`config.mk`:
```
export PLATFORM = sky130hd
export DESIGN_NAME = cfg_hop_bridge
export DESIGN_NICKNAME = d
export VERILOG_FILES = /design/src/rtl/cfg_hop_pkg.sv /design/src/rtl/cfg_hop_decode.sv /design/src/rtl/cfg_hop_timer.sv /design/src/rtl/cfg_hop_bridge.sv
export SDC_FILE = /design/constraint.sdc
export NUM_CORES = 1
export LEC_CHECK = 0
export CAP_MARGIN = 10
export CELL_PAD_IN_SITES_DETAIL_PLACEMENT = 1
export CELL_PAD_IN_SITES_GLOBAL_PLACEMENT = 1
export CORE_MARGIN = 5
export CORE_UTILIZATION = 28
export CTS_BUF_LIST = sky130_fd_sc_hd__clkbuf_8 sky130_fd_sc_hd__clkbuf_16
export DETAILED_ROUTE_END_ITERATION = 6
export PLACE_DENSITY = 0.86
export SETUP_SLACK_MARGIN = 0.3
export SYNTH_ARGS = -nofsm -noshare
export SYNTH_HDL_FRONTEND = slang
export SYNTH_SLANG_ARGS = --single-unit
export TNS_END_PERCENT = 30
```
`constraint.sdc`:
```
create_clock -name clk -period 1.6 [get_ports clk]
set_input_delay 0.16 -clock clk [delete_from_list [all_inputs] [get_ports clk]]
set_output_delay 0.16 -clock clk [all_outputs]
set_load 0.1 [all_outputs]
```
`src/rtl/cfg_hop_pkg.sv`:
```
package cfg_hop_pkg;
    localparam int WORD_W    = 32;
    localparam int OP_W      = 4;
    localparam int HOP_W     = 8;
    localparam int OFF_LO_W  = 6;
    localparam int OFF_HI_W  = 2;
    localparam int OFF_W     = OFF_LO_W + OFF_HI_W;
    localparam int SPACE_W   = 2;
    localparam int KEEP_W    = 24;

    localparam int BYTE_DATA = 0;
    localparam int BYTE_CMD  = 4;

    localparam int LOCAL_BIT = 5;
    localparam int DONE_BIT  = 6;
    localparam int RDY_BIT   = 7;
    localparam int HOP_LSB   = 8;
    localparam int OFF_LSB   = 16;
    localparam int SPACE_LSB = 22;
    localparam int TMO_BIT   = 24;
    localparam int OVL_BIT   = 25;

    localparam logic [KEEP_W-1:0]  KEEP_MASK = 24'hFFFF2F;
    localparam logic [OP_W-1:0]    OP_READ   = 4'd1;
    localparam logic [SPACE_W-1:0] SPACE_PHY = 2'b11;

    typedef enum logic [1:0] {
        ST_IDLE  = 2'd0,
        ST_ISSUE = 2'd1,
        ST_WAIT  = 2'd2
    } hop_st_e;
endpackage

```
`src/rtl/cfg_hop_decode.sv`:
```
module cfg_hop_decode
    import cfg_hop_pkg::*;
(
    input  logic [KEEP_W-1:0]   cmd_word,
    input  logic [OFF_HI_W-1:0] off_hi,
    output logic [OP_W-1:0]     op,
    output logic                is_local,
    output logic [HOP_W-1:0]    hop,
    output logic [SPACE_W-1:0]  space,
    output logic [OFF_W-1:0]    offset
);
    logic [OFF_LO_W-1:0] off_lo;

    always_comb begin
        op       = cmd_word[OP_W-1:0];
        is_local = cmd_word[LOCAL_BIT];
        hop      = cmd_word[HOP_LSB +: HOP_W];
        space    = cmd_word[SPACE_LSB +: SPACE_W];
        off_lo   = cmd_word[OFF_LSB +: OFF_LO_W];
        if (space == SPACE_PHY) begin
            offset = {off_hi, off_lo};
        end else begin
            offset = {{OFF_HI_W{1'b0}}, off_lo};
        end
    end
endmodule

```
`src/rtl/cfg_hop_timer.sv`:
```
module cfg_hop_timer #(
    parameter int TMO_W = 16
) (
    input  logic             clk,
    input  logic             rst_n,
    input  logic             run,
    input  logic [TMO_W-1:0] limit,
    output logic             hit
);
    logic [TMO_W-1:0] cnt_d, cnt_q;

    always_comb begin
        cnt_d = run ? cnt_q + 1'b1 : '0;
        hit   = run && (cnt_q == limit);
    end

    always_ff @(posedge clk or negedge rst_n) begin
        if (!rst_n) begin
            cnt_q <= '0;
        end else begin
            cnt_q <= cnt_d;
        end
    end
endmodule

```
`src/rtl/cfg_hop_bridge.sv`:
```
module cfg_hop_bridge
    import cfg_hop_pkg::*;
#(
    parameter int ADDR_W = 3,
    parameter int TMO_W  = 16
) (
    input  logic                clk,
    input  logic                rst_n,
    input  logic                host_we,
    input  logic [ADDR_W-1:0]   host_addr,
    input  logic [WORD_W-1:0]   host_wdata,
    output logic [WORD_W-1:0]   host_rdata,
    input  logic [OFF_HI_W-1:0] phy_off_hi,
    input  logic [TMO_W-1:0]    tmo_limit,
    output logic                req_valid,
    output logic [OP_W-1:0]     req_op,
    output logic                req_local,
    output logic [HOP_W-1:0]    req_hop,
    output logic [SPACE_W-1:0]  req_space,
    output logic [OFF_W-1:0]    req_offset,
    output logic [WORD_W-1:0]   req_wdata,
    input  logic                rsp_valid,
    input  logic [WORD_W-1:0]   rsp_rdata
);
    localparam logic [ADDR_W-1:0] A_DATA = ADDR_W'(BYTE_DATA);
    localparam logic [ADDR_W-1:0] A_CMD  = ADDR_W'(BYTE_CMD);

    typedef struct packed {
        hop_st_e           st;
        logic [KEEP_W-1:0] cmd;
        logic [WORD_W-1:0] data;
        logic              done;
        logic              rdy;
        logic              tmo;
        logic              ovl;
    } bridge_t;

    bridge_t st_d, st_q;

    logic              wr_data, wr_cmd, busy, in_wait, tmo_hit;
    logic [OP_W-1:0]   dec_op;
    logic              dec_local;
    logic [WORD_W-1:0] status_w;

    cfg_hop_decode u_dec (
        .cmd_word (st_q.cmd),
        .off_hi   (phy_off_hi),
        .op       (dec_op),
        .is_local (dec_local),
        .hop      (req_hop),
        .space    (req_space),
        .offset   (req_offset)
    );

    cfg_hop_timer #(.TMO_W(TMO_W)) u_tmr (
        .clk   (clk),
        .rst_n (rst_n),
        .run   (in_wait),
        .limit (tmo_limit),
        .hit   (tmo_hit)
    );

    always_comb begin
        st_d     = st_q;
        busy     = (st_q.st != ST_IDLE);
        in_wait  = (st_q.st == ST_WAIT);
        wr_data  = host_we && (host_addr == A_DATA);
        wr_cmd   = host_we && (host_addr == A_CMD);

        if (wr_data && !busy) begin
            st_d.data = host_wdata;
        end

        if (wr_cmd) begin
            if (busy) begin
                st_d.ovl = 1'b1;
            end else begin
                st_d.cmd  = host_wdata[KEEP_W-1:0] & KEEP_MASK;
                st_d.done = 1'b0;
                st_d.rdy  = 1'b0;
                st_d.tmo  = 1'b0;
                if (host_wdata[OVL_BIT]) begin
                    st_d.ovl = 1'b0;
                end
                st_d.st   = ST_ISSUE;
            end
        end

        case (st_q.st)
            ST_ISSUE: st_d.st = ST_WAIT;
            ST_WAIT: begin
                if (rsp_valid) begin
                    st_d.done = 1'b1;
                    st_d.st   = ST_IDLE;
                    if (dec_op == OP_READ) begin
                        st_d.data = rsp_rdata;
                        st_d.rdy  = 1'b1;
                    end
                end else if (!dec_local && tmo_hit) begin
                    st_d.done = 1'b1;
                    st_d.tmo  = 1'b1;
                    st_d.st   = ST_IDLE;
                end
            end
            default: ;
        endcase

        status_w = {6'b0, st_q.ovl, st_q.tmo, st_q.cmd[KEEP_W-1:HOP_LSB],
                    st_q.rdy, st_q.done, st_q.cmd[LOCAL_BIT:0]};

        if (host_addr == A_DATA) begin
            host_rdata = st_q.data;
        end else if (host_addr == A_CMD) begin
            host_rdata = status_w;
        end else begin
            host_rdata = '0;
        end

        req_valid = (st_q.st == ST_ISSUE);
        req_op    = dec_op;
        req_local = dec_local;
        req_wdata = st_q.data;
    end

    always_ff @(posedge clk or negedge rst_n) begin
        if (!rst_n) begin
            st_q <= '0;
        end else begin
            st_q <= st_d;
        end
    end
endmodule

```
==> impl_metrics.toml, run 1 <==
[die]
die_h_um = 133
die-area_um2 = 17600
start_util_pct = 28.8
fp.dieW_um = 133
fp.coreArea_um2 = 14600
num_rows = 44
io_pins = 177

[power_and_ir_drop]
leakage_nw = 3.67
peakVddDrop_v = 0.000412
power_density_nw_per_um2 = 515
p_total_mw = 4.15

[global_route]
grt_max_degree = 37
gr-total-overflow = 0
grt_use_total_pct = 20.1
antenna_found_initial = 1
grt_pass1_vias = 4588
grt_pass1_wl_um = 27300

[run]
cap_violations = 0

[worst_setup_path]
rrSetupSlack_ps = -20
path_cells = "inv_2 -> ha_4 -> and3_4 -> buf_4 -> buf_12 -> mux2i_1 -> a21oi_1"
cp-end-kind = "register"
cp-start-kind = "register"
criticalPathCategory = "register to register"
path_max_fanout = 7
slowest_delay_ps = 400
cpMaxStageDelayCell = "dfrtp_1"
critical_path_arrival_ps = 1830
cp.required_ps = 1800

[timing]
fmaxAchievable_mhz = 616
fin_hold_ws_ps = 252
setup_violations = 6
worstMarginPinSlew_ps = 338
period_needed_ps = 1620
fin_ws_ps = -24.0
finClkSkew_ps = 9.28
rsz0062_at_grt = "true"
maxSlewHeadroom_pct = 77.5
drv_slew = 0
fin_crit_sh_pct = 101
hold_viol = 0

[synthesis]
syn_avg_cell_area_um2 = 9.42
ys_seq_elements = 75
yosys_warnings = 0
synth_top_area_cell = "dfrtp_1"
synthTopCellsByArea = "dfrtp_1, buf_4, mux2i_1"
synthCells = 448
synth_fp_nets = 542
async_flop_share_pct = 100
syn-cell-area_um2 = 4220
synth_cell_type_count = 33
synth_most_common_cell = "dfrtp_1"
synth_flop_cell = "dfrtp_1"
synth_common_cells = "dfrtp_1, nand2_1, buf_4"
yosys.area.top_type_share_pct = 44.5
synth_edf_count = 0
synth-seq-area-share_pct = 44.5

[placement]
hpwl_um = 12400
gp_congestion = 0.800
dpl_cell_area_um2 = 7060
place_ws_ps = -317
port_buffers = 176

[final_layout]
drive_gt1_share_pct = 36.9
syn_to_final_growth_pct = 91.1
final_util_pct = 55.1
nets = 724
final_area_um2 = 8070

[clock_tree]
cts_made_buffers = 9
path_clk_slew_ps = 60
cts_max_path_buffers = 2
htree_levels = 3
cts_tree = "built"
clk_latency_ps = 330
cts-root-buf = "clkbuf_16"
clock-sinks = 75

[route]
viasPerCell = 4.89
firstDrtPassIters = 4
drc = 0
vias = 4011
postRouteWirelength_um = 18200
wl_per_cell_um = 22.2
ant_nets = 0
drt-initial-drc-count = 151

[outcome]
status = "finished, violations left"
violations = "negative setup slack"

[worst_hold_path]
hold_class = "input pin to async pin"
==> power by group <==
group | switching, mW | internal [mW]
Sequential | 0.00425 | 1.90
Clock | 0.762 | 1.02
Combinational | 0.180 | 0.286
Total | 0.946 | 3.21
==> critical path: cells and delay by family (launching register included) <==
kind                       cells  cell delay, ps
AOI/OAI and AO/OA              1             110
adders and majority gates      1             160
buffers and inverters          3             370
DFF                            1             400
muxes                          1             210
and+or+nand+nor                1             240
==> placed cells by master, fill, tap and decap left out, drive strengths merged <==
master,count
diode,1
a21oi,32
nor3b,1
inv,7
nand4b,1
nor4b,1
clkdlybuf4s50,84
a221oi,1
xnor2,8
o21bai,1
a21boi,1
xor2,21
o21ai,4
dlygate4sd3,1
nor2,36
nand4,3
ha,5
a221o,1
buf,160
clkinv,3
clkbuf,11
and3,6
nand2,73
dfrtp,75
nor4,3
nor2b,4
a22o,26
mux2i,32
and2,19
nor3,4
or3,1
nand3,10
==> cell type report <==
class / count / area (µm²)
Fill cell: 1502 / 6580
Timing Repair Buffer: 247 / 3550
Multi-Input combinational cell: 294 / 2130
Sequential cell: 75 / 1890
Tap cell: 184 / 230
Clock buffer: 9 / 225
Clock inverter: 7 / 30.0
Inverter: 3 / 11.3
Antenna cell: 1 / 2.50
==> stage by stage <==
step / setup TNS [ps] / cells
after floorplan: 0 / 448
after global placement: -17360 / 765
after detailed placement: -20310 / 765
after CTS: 0 / 812
after global routing: -1080 / 820
final: -102 / 820
==> what timing repair did <==
item,in CTS,in global routing
buffers inserted,23,5
gates cloned,7,2
pin swaps,9,48
hold endpoints to repair,15,0
hold buffers,1,0
setup endpoints to repair,104,111
gates resized for setup,63,19
==> registers in the layout (all words and copies together), names as in the netlist <==
signal       count
u_tmr.cnt_q     16
st_q            27
req_wdata       32
==> per-layer routing <==
layer	up-vias	share of wire (%)	global-route usage [%]
met5	-	0	0
li1	1823	-	-
met2	149	54	36.8
met4	0	2.2	6.29
met3	29	6.5	5.58
met1	2010	37	22.4
==> path summary, 6_finish.rpt <==
path,start,to,depth (start not counted)
max,st_q[61],req_wdata[7],7
min,rst_n,req_wdata[6],2
max reg2reg,st_q[61],req_wdata[7],7
min reg2reg,st_q[2],st_q[2],2
max in group asynchronous,rst_n,u_tmr.cnt_q[7],3
min in group clk,host_wdata[19],st_q[55],3
==> logic make-up (layout without fill, tap and decap cells) <==
kind of cell    count (synthesis)  after routing  share of synthesized area, %
simple gates                  162            162                          17.5
buf+inv                        79            266                          12.4
flops                          75             75                          44.5
compound gates                 66             66                          10.5
mux                            32             32                          7.59
xor+xnor                       29             29                          6.02
fa+ha+maj                       5              5                          1.48
other cells                     0              1                             0
(Power assumes the default switching activity.)
==> inputs of run 2 (changes only) <==
- CTS_CLUSTER_SIZE: not set -> 25
- GPL_TIMING_DRIVEN: not set -> 0
- clock period: 1.6 -> 1.3 ns (I/O delays scaled with it)
==> impl_metrics.toml, run 2 (same netlist as run 1, synthesis figures left out) <==
[power_and_ir_drop]
comb_power_share_pct = 11.0
internal_power_mw = 3.94
p_total_mw = 5.18
peakVddDrop_v = 0.000568
leakage_nw = 4.00
power_frac_clock_pct = 43.7
swShare_pct = 24.0
netSwitchingPower_mw = 1.24
pwr-share-seq_pct = 45.3
power_density_nw_per_um2 = 588

[worst_setup_path]
cp-end-kind = "register"
cp.required_ps = 1520
criticalPathCategory = "register to register"
path_common_cell = "buf_12"
cp.buffers_inverters = 4
path_cells = "inv_2 -> ha_4 -> and3_4 -> buf_12 -> buf_12 -> buf_6 -> mux2i_1 -> a21oi_1"
cp_top_family = "buffers and inverters"
cpMaxStageDelayCell = "dfrtp_1"
slowest_delay_ps = 400
path_max_fanout = 6
critical_path_arrival_ps = 1860
cp-start-kind = "register"

[outcome]
violations = "negative setup slack"
status = "finished, violations left"

[worst_hold_path]
hold_class = "input pin to async pin"

[timing]
fmaxAchievable_mhz = 610
maxSlewHeadroom_pct = 76.3
hold_viol = 0
drv_slew = 0
rsz0062_at_grt = "true"
fin_ws_ps = -338
fin_crit_sh_pct = 126
setup_violations = 92
worstMarginPinSlew_ps = 355
tns_ps = -14340
finClkSkew_ps = 8.28
period_needed_ps = 1640

[clock_tree]
clock-sinks = 75
cts_made_buffers = 9
clk_latency_ps = 350
cts_max_path_buffers = 2
cts-root-buf = "clkbuf_16"
path_clk_slew_ps = 60
cts_tree = "built"
htree_levels = 3

[final_layout]
final_util_pct = 60.2
syn_to_final_growth_pct = 109
nets = 777
largest_reg_flops = 32
final_common_cell = "buf_12"
layout_common_cells = "buf_12, clkdlybuf4s50_1, nand2_1"
post_layout_nonfiller_instances = 874
drive_gt1_share_pct = 46.9

[global_route]
gr-total-overflow = 0
grt_pass1_wl_um = 29200
antenna_found_initial = 4
grt_util_met1_pct = 23.2
grt_util_met2_pct = 38.4
grt_use_total_pct = 21.5
grt.busiest_layer = "met2"
grt_pass1_vias = 4985
use_met3_pct = 5.73
grt_max_degree = 63

[placement]
dp.cells = 809
gp_congestion = 0.789
place_ws_ps = -1960
port_buffers = 176
hpwl_um = 12000

[route]
viasPerCell = 4.91
wl_per_cell_um = 22.3
drc = 0
ant_nets = 0
firstDrtPassIters = 4
drt-initial-drc-count = 126
vias = 4287
postRouteWirelength_um = 19500

[die]
fp.dieW_um = 133
die-area_um2 = 17600
die_h_um = 133
io_pins = 177
start_util_pct = 28.8
fp.coreArea_um2 = 14600
num_rows = 44

[run]
cap_violations = 0
==> run 2: cell type report <==
class	instances	area, µm²
well taps	184	230
clock buffers	9	225
diodes	3	7.51
clock inverters	6	28.8
multi-input cells	294	2320
repair buffers	224	3200
fillers	1438	5830
inverters	3	11.3
flip-flops and latches	75	1900
plain buffers	76	883
==> run 2: power groups by stage <==
stage | registers, mW | logic, mW | clock network, mW
CTS | 2.35 | 0.557 | 2.31
global route | 2.34 | 0.604 | 2.41
global placement | 2.39 | 0.443 | 0
floorplan | 2.39 | 0.0771 | 0
detailed placement | 2.39 | 0.464 | 0
finish | 2.35 | 0.570 | 2.27
==> run 2: what timing repair did <==
| item | CTS | global route |
|---|---|---|
| setup buffers | 23 | 15 |
| cloned | 6 | 2 |
| hold buffers | 1 | 0 |
| gates resized for setup | 839 | 73 |
| hold endpoints to repair | 75 | 0 |
| endpoints found under the setup margin | 163 | 162 |
| pin swaps | 39 | 37 |
==> run 2: worst register-to-register path, cell delays in order, from the launching register on <==
cell     delay [ps]
dfrtp_1         400
inv_2           120
ha_4            150
and3_4          190
buf_12          140
buf_12          120
buf_6            90
mux2i_1         200
a21oi_1         110
==> run 2: per-layer routing <==
metal	part of all wire, %	vias up
met1	37	2116
met4	4.9	2
met3	5.2	64
met2	52	168
li1	-	1937
met5	0.067	-
==> run 2: path summary, 6_finish.rpt <==
| check | startpoint | to | slack, ps | cells past startpoint |
|---|---|---|---|---|
| worst max-delay path | st_q[60] | req_wdata[31] | -340 | 8 |
| worst min-delay path | rst_n | u_tmr.cnt_q[7] | 190 | 2 |
| worst max register to register | st_q[60] | req_wdata[31] | -340 | 8 |
| worst min register to register | st_q[2] | st_q[2] | 510 | 2 |
| max in group asynchronous | rst_n | st_q[39] | 490 | 3 |
| min in group clk | host_wdata[0] | st_q[36] | 350 | 3 |
==> run 2: stage by stage <==
| step | cell area [µm²] | hold WS [ps] |
|---|---|---|
| 6_report | 8810 | 188 |
| 5_1_grt | 8810 | 210 |
| 4_1_cts | 8390 | 181 |
| 3_5_place_dp | 6480 | 8.28 |
| 3_3_place_gp | 6460 | 493 |
| 2_1_floorplan | 4460 | -166 |
